--- config.mk ---
export PLATFORM = sky130hd
export DESIGN_NAME = edge_frame_shifter
export DESIGN_NICKNAME = d
export VERILOG_FILES = /design/src/rtl/efs_pkg.sv /design/src/rtl/efs_edge_detect.sv /design/src/rtl/efs_result_hold.sv /design/src/rtl/efs_frame_fsm.sv /design/src/rtl/efs_bit_mux.sv /design/src/rtl/edge_frame_shifter.sv
export SDC_FILE = /design/constraint.sdc
export NUM_CORES = 1
export LEC_CHECK = 0
export BUFFER_PORTS_ARGS = -buffer_cell sky130_fd_sc_hd__buf_4
export CORE_MARGIN = 2
export CORE_UTILIZATION = 40
export DETAILED_ROUTE_END_ITERATION = 12
export GPL_ROUTABILITY_DRIVEN = 0
export PLACE_DENSITY = 0.64
export REMOVE_ABC_BUFFERS = 1
export SLEW_MARGIN = 10
export SYNTH_ARGS = -nofsm -noshare
export SYNTH_HDL_FRONTEND = slang
export SYNTH_SLANG_ARGS = --single-unit
--- constraint.sdc ---
create_clock -name clk -period 1.81 [get_ports clk]
set_clock_uncertainty 0.1 [all_clocks]
set_input_delay 0 -clock clk [delete_from_list [all_inputs] [get_ports clk]]
set_output_delay 0 -clock clk [all_outputs]
set_load 0.05 [all_outputs]
--- src/rtl/efs_pkg.sv ---
package efs_pkg;

    typedef enum logic [2:0] {
        ST_IDLE  = 3'd0,
        ST_LEAD  = 3'd1,
        ST_DATA  = 3'd2,
        ST_DONE  = 3'd3,
        ST_RERUN = 3'd4
    } efs_state_e;

    function automatic logic is_driving(input efs_state_e s);
        return (s == ST_LEAD) || (s == ST_DATA) || (s == ST_RERUN);
    endfunction

endpackage

--- src/rtl/efs_edge_detect.sv ---
module efs_edge_detect #(
    parameter int unsigned         N       = 3,
    parameter logic [N-1:0]        RISE_SEL = '0,
    parameter logic [N-1:0]        RST_LVL  = '0
) (
    input  logic         clk,
    input  logic         rst_n,
    input  logic [N-1:0] din,
    output logic [N-1:0] hit
);

    logic [N-1:0] last_q;

    always_ff @(posedge clk) begin
        if (!rst_n) begin
            last_q <= RST_LVL;
        end else begin
            last_q <= din;
        end
    end

    for (genvar i = 0; i < N; i++) begin : g_line
        if (RISE_SEL[i]) begin : g_rise
            assign hit[i] = din[i] & ~last_q[i];
        end else begin : g_fall
            assign hit[i] = ~din[i] & last_q[i];
        end
    end

endmodule

--- src/rtl/efs_result_hold.sv ---
module efs_result_hold #(
    parameter int unsigned RES_W = 12
) (
    input  logic             clk,
    input  logic             rst_n,
    input  logic             load_stb,
    input  logic [RES_W-1:0] result_in,
    output logic [RES_W-1:0] held
);

    always_ff @(posedge clk) begin
        if (!rst_n) begin
            held <= '0;
        end else if (load_stb) begin
            held <= result_in;
        end
    end

endmodule

--- src/rtl/efs_frame_fsm.sv ---
module efs_frame_fsm
    import efs_pkg::*;
#(
    parameter int unsigned LEAD_N  = 4,
    parameter int unsigned FRAME_W = 16,
    localparam int unsigned CNT_W  = $clog2(FRAME_W)
) (
    input  logic             clk,
    input  logic             rst_n,
    input  logic             sclk_rise,
    input  logic             sclk_fall,
    input  logic             resync,
    output efs_state_e       state,
    output logic [CNT_W-1:0] pos
);

    localparam logic [CNT_W-1:0] POS_LAST      = CNT_W'(FRAME_W - 1);
    localparam logic [CNT_W-1:0] POS_LEAD_LAST = CNT_W'(LEAD_N - 1);

    efs_state_e       state_n;
    logic [CNT_W-1:0] pos_n;

    always_ff @(posedge clk) begin
        if (!rst_n) begin
            state <= ST_IDLE;
            pos   <= '0;
        end else begin
            state <= state_n;
            pos   <= pos_n;
        end
    end

    always_comb begin
        state_n = state;
        pos_n   = pos;
        if (resync) begin
            state_n = ST_IDLE;
            pos_n   = '0;
        end else begin
            unique case (state)
                ST_IDLE: begin
                    if (sclk_rise) begin
                        state_n = ST_LEAD;
                        pos_n   = '0;
                    end
                end
                ST_LEAD: begin
                    if (sclk_fall) begin
                        pos_n = pos + 1'b1;
                        if (pos == POS_LEAD_LAST) begin
                            state_n = ST_DATA;
                        end
                    end
                end
                ST_DATA: begin
                    if (sclk_fall) begin
                        if (pos == POS_LAST) begin
                            state_n = ST_DONE;
                            pos_n   = '0;
                        end else begin
                            pos_n = pos + 1'b1;
                        end
                    end
                end
                ST_DONE: begin
                    if (sclk_rise) begin
                        state_n = ST_RERUN;
                        pos_n   = '0;
                    end
                end
                ST_RERUN: begin
                    if (sclk_fall) begin
                        pos_n = (pos == POS_LAST) ? '0 : pos + 1'b1;
                    end
                end
                default: begin
                    state_n = ST_IDLE;
                    pos_n   = '0;
                end
            endcase
        end
    end

endmodule

--- src/rtl/efs_bit_mux.sv ---
module efs_bit_mux
    import efs_pkg::*;
#(
    parameter int unsigned RES_W   = 12,
    parameter int unsigned LEAD_N  = 4,
    localparam int unsigned FRAME_W = RES_W + LEAD_N,
    localparam int unsigned CNT_W   = $clog2(FRAME_W)
) (
    input  efs_state_e       state,
    input  logic [CNT_W-1:0] pos,
    input  logic [RES_W-1:0] held,
    output logic             sd_o,
    output logic             sd_oe
);

    localparam logic [CNT_W-1:0] POS_LAST = CNT_W'(FRAME_W - 1);

    logic [FRAME_W-1:0] frame_word;
    logic [CNT_W-1:0]   sel;

    assign frame_word = {{LEAD_N{1'b0}}, held};
    assign sel        = POS_LAST - pos;

    always_comb begin
        sd_oe = is_driving(state);
        unique case (state)
            ST_LEAD:           sd_o = 1'b0;
            ST_DATA, ST_RERUN: sd_o = frame_word[sel];
            default:           sd_o = 1'b0;
        endcase
    end

endmodule

--- src/rtl/edge_frame_shifter.sv ---
module edge_frame_shifter
    import efs_pkg::*;
#(
    parameter int unsigned RES_W  = 12,
    parameter int unsigned LEAD_N = 4
) (
    input  logic             clk,
    input  logic             rst_n,
    input  logic             sclk,
    input  logic             conv_n,
    input  logic             load_stb,
    input  logic [RES_W-1:0] result_in,
    output logic             sd_o,
    output logic             sd_oe
);

    localparam int unsigned FRAME_W = RES_W + LEAD_N;
    localparam int unsigned CNT_W   = $clog2(FRAME_W);

    logic [2:0]       edge_hit;
    logic             sclk_fall;
    logic             sclk_rise;
    logic             conv_fall;
    logic             resync;
    logic [RES_W-1:0] held;
    efs_state_e       state;
    logic [CNT_W-1:0] pos;

    efs_edge_detect #(
        .N        (3),
        .RISE_SEL (3'b010),
        .RST_LVL  (3'b100)
    ) u_edges (
        .clk   (clk),
        .rst_n (rst_n),
        .din   ({conv_n, sclk, sclk}),
        .hit   (edge_hit)
    );

    assign sclk_fall = edge_hit[0];
    assign sclk_rise = edge_hit[1];
    assign conv_fall = edge_hit[2];
    assign resync    = conv_fall & ~sclk;

    efs_result_hold #(
        .RES_W (RES_W)
    ) u_hold (
        .clk       (clk),
        .rst_n     (rst_n),
        .load_stb  (load_stb),
        .result_in (result_in),
        .held      (held)
    );

    efs_frame_fsm #(
        .LEAD_N  (LEAD_N),
        .FRAME_W (FRAME_W)
    ) u_fsm (
        .clk       (clk),
        .rst_n     (rst_n),
        .sclk_rise (sclk_rise),
        .sclk_fall (sclk_fall),
        .resync    (resync),
        .state     (state),
        .pos       (pos)
    );

    efs_bit_mux #(
        .RES_W  (RES_W),
        .LEAD_N (LEAD_N)
    ) u_mux (
        .state (state),
        .pos   (pos),
        .held  (held),
        .sd_o  (sd_o),
        .sd_oe (sd_oe)
    );

endmodule

==> flow_summary_export.csv <==
group,metric,value,unit
run_status,status,"finished with violations",
run_status,violations,"negative hold slack, negative setup slack",
drt,drc_errors,0,
layout,drive_above_1_share,30.6,%
place,dp_hpwl,1810,um
yosys,netlist_area,1110,um2
yosys,yosys-top-cells-count,"21 x dfxtp_1, 14 x nor2_1, 13 x mux2i_1",
setup_path,start_kind,"flop",
floorplanning,die_w,56.6,um
clocking,clock_latency,310,ps
pwr,p_int,678,uW
clocking,cts_buffer_depth,2,
min_path,hold_class,"in -> reg",
yosys,synth_edf_count,0,
setup_path,cpPeakStageDelay,510,ps
drt,wl_per_cell,15.1,um
pwr,comb_power_share,21.7,%
timing,maxSlewViolCount,0,
global_route,grt.overflow.total,0,
pwr,p_sw_share,27.6,%
clocking,htree_levels,1,
yosys,yosysSeqAreaShare,37.9,%
timing,finalSetupViolations,1,
timing,hold_viol_final,1,
floorplanning,coreArea,2690,um2
global_route,grt_max_degree,15,
global_route,grt_first_pass_wirelength,4700,um
yosys,synth_top_cell_by_area,"dfxtp_1",
layout,seqCellArea,429,um2
timing,worst_pin_slew,400,ps
timing,worst_hold_slack,-2.37,ps
pwr,p_sw,258,uW
timing,slew_headroom,73.3,%
place,place_area,1300,um2
yosys,synthFlopType,"dfxtp_1",
timing,period_share,103,%
pwr,power.density,596,nW/um2
layout,num-fill-cells,236,
yosys,syn_inst,115,
pwr,ir_worst_vdd,0.000461,V
drt,drt_wl_total,2840,um
clocking,clkSlewWorstSetupHoldPaths,120,ps
yosys,yosysUniqueCellTypes,39,
setup_path,critPathRequiredTime,1710,ps
drt,firstDrtPassIters,4,
clocking,cts_made_buffers,3,
global_route,grt_pass1_vias,1049,
drt,viasPerCell,5.73,
timing,finalSetupTns,-61.0,ps
setup_path,cp_cell_sequence,"mux4_2 -> mux2i_2 -> a2111oi_4 -> buf_6",
setup_path,arrival,1770,ps
yosys,synth_top_area_share,37.9,%
floorplanning,row_count,19,
yosys,yosys_warnings,0,
floorplanning,die_y,56.6,um
pwr,p_clk_share,24.7,%
yosys,synth_most_common_cell,"dfxtp_1",
flow_run,maxCapViolations,0,
timing,fin_ws,-61.0,ps
setup_path,cp-end-kind,"output pin",
yosys,syn_area_per_cell,9.64,um2
global_route,track_usage,18.4,%
drt,ant_nets,0,
yosys,synth-seq-cells,21,
global_route,grt_antenna_before_repair,0,
yosys,postSynth.asyncResetShare,0,%
timing,fin_crit,1870,ps
setup_path,worst_path_max_delay_cell,"mux4_2",
setup_path,path_max_fanout,4,
drt,drt_iter0_drc,45,
drt,dr_total_vias,1077,
place,portBuffers,18,
timing,fmax,0.534,GHz
pwr,seq_power_share,53.5,%
pwr,p_total,935,uW
clocking,cts.sinks,21,
layout,antenna_cells,0,
timing,rsz0062_at_grt,"true",
layout,area_delta_synth_final,41.6,%
floorplanning,boundaryPins,19,
floorplanning,die-area,3210,um2
layout,final_core_util,58.5,%
layout,stdcell_area,1570,um2
layout,final_net_count,176,
yosys,yosys-top-cells-area,"dfxtp_1 38%, mux2i_1 12%, mux4_2 6.1%, nor2_1 4.7%, a21oi_1 2.3%",
floorplanning,start_util,41.3,%
pwr,leakage,0.634,nW
setup_path,worstSetupPathType,"reg -> out",
clocking,cts_tree,"built",
clocking,root_buffer,"clkbuf_4",
layout,multi_input_area,684,um2
## worst max-delay path, delay by kind of cell (launching register included)
| kind | cells | cell delay (ps) |
|---|---|---|
| mux | 2 | 760 |
| flops | 1 | 400 |
| buf+inv | 1 | 170 |
| compound gates | 1 | 130 |
## layout make-up
cell class	instances	share of cell area, %
clock inverters	1	0.319
well taps	31	2.47
clock buffers	3	1.43
multi-input cells	86	43.6
repair buffers	44	24.4
flip-flops and latches	21	27.3
inverters	2	0.478
## path summary, 6_finish.rpt
check / startpoint / end / slack [ps] / depth (start not counted)
setup / recovery: u_fsm.pos[0]$_SDFFE_PP0P_ / sd_o / -60 / 4
hold / removal: load_stb / u_hold.held[2]$_SDFFE_PN0P_ / -2 / 3
setup reg to reg: u_fsm.pos[0]$_SDFFE_PP0P_ / u_fsm.pos[1]$_SDFFE_PP0P_ / 50 / 6
hold reg to reg: u_hold.held[5]$_SDFFE_PN0P_ / u_hold.held[5]$_SDFFE_PN0P_ / 410 / 2
## power groups by stage
stage	Clock [mW]	Combinational, mW	Sequential (mW)
floorplan	0	0.0922	0.512
global placement	0	0.158	0.512
detailed placement	0	0.163	0.512
CTS	0.232	0.192	0.501
global route	0.266	0.219	0.505
finish	0.231	0.203	0.501
## stage by stage
step | setup slack (ps) | std cells
finish | -61.0 | 188
global route | -129 | 188
detailed placement | 113 | 164
CTS | -4.02 | 184
floorplan | -1550 | 109
global placement | 126 | 164
## kinds of logic (layout without fill, tap and decap cells)
logic type	Yosys count	after routing	synth area share, %
adders and majority gates	2	2	2.03
AOI/OAI and AO/OA	22	22	14.1
xor gates and xnor gates	2	2	1.58
muxes	16	16	17.8
and+or+nand+nor	44	44	23.3
buffers and inverters	8	50	3.27
DFF	21	21	37.9
## sequential cells by signal (all words and copies together) (netlist names)
signal and cells:
u_fsm.state 3, u_fsm.pos 4, u_hold.held 12, u_edges.last_q 2
## cells in the final DEF, fill, tap and decap left out, types with 2 or more instances in the layout
cell / count
o22ai_1: 2
inv_1: 2
mux4_2: 3
buf_4: 25
nor3_1: 3
mux2i_1: 12
a211oi_1: 2
nand2_1: 3
dfxtp_1: 16
o21ai_0: 4
clkbuf_4: 3
a21oi_1: 4
xnor2_1: 2
nand4b_1: 2
nor2_1: 14
buf_6: 4
a32o_1: 2
nand3b_1: 3
nand3_1: 4
nand2b_1: 3
dfxtp_2: 4
dlygate4sd3_1: 15
## what timing repair did
item | in CTS | in global routing
endpoints found under the hold margin | 15 | 0
pin swaps | 2 | 2
setup endpoints to repair | 2 | 6
resized for setup | 8 | 8
buffers inserted | 1 | 4
hold buffers | 15 | 0
## routing by layer
metal,up-vias,part of all wire (%),global-route usage [%]
met5,-,0,0
met4,0,1.1,4.42
met3,4,3.7,3.00
met2,38,54,33.2
met1,515,41,22.7
li1,520,-,-
(Power assumes the default switching activity.)
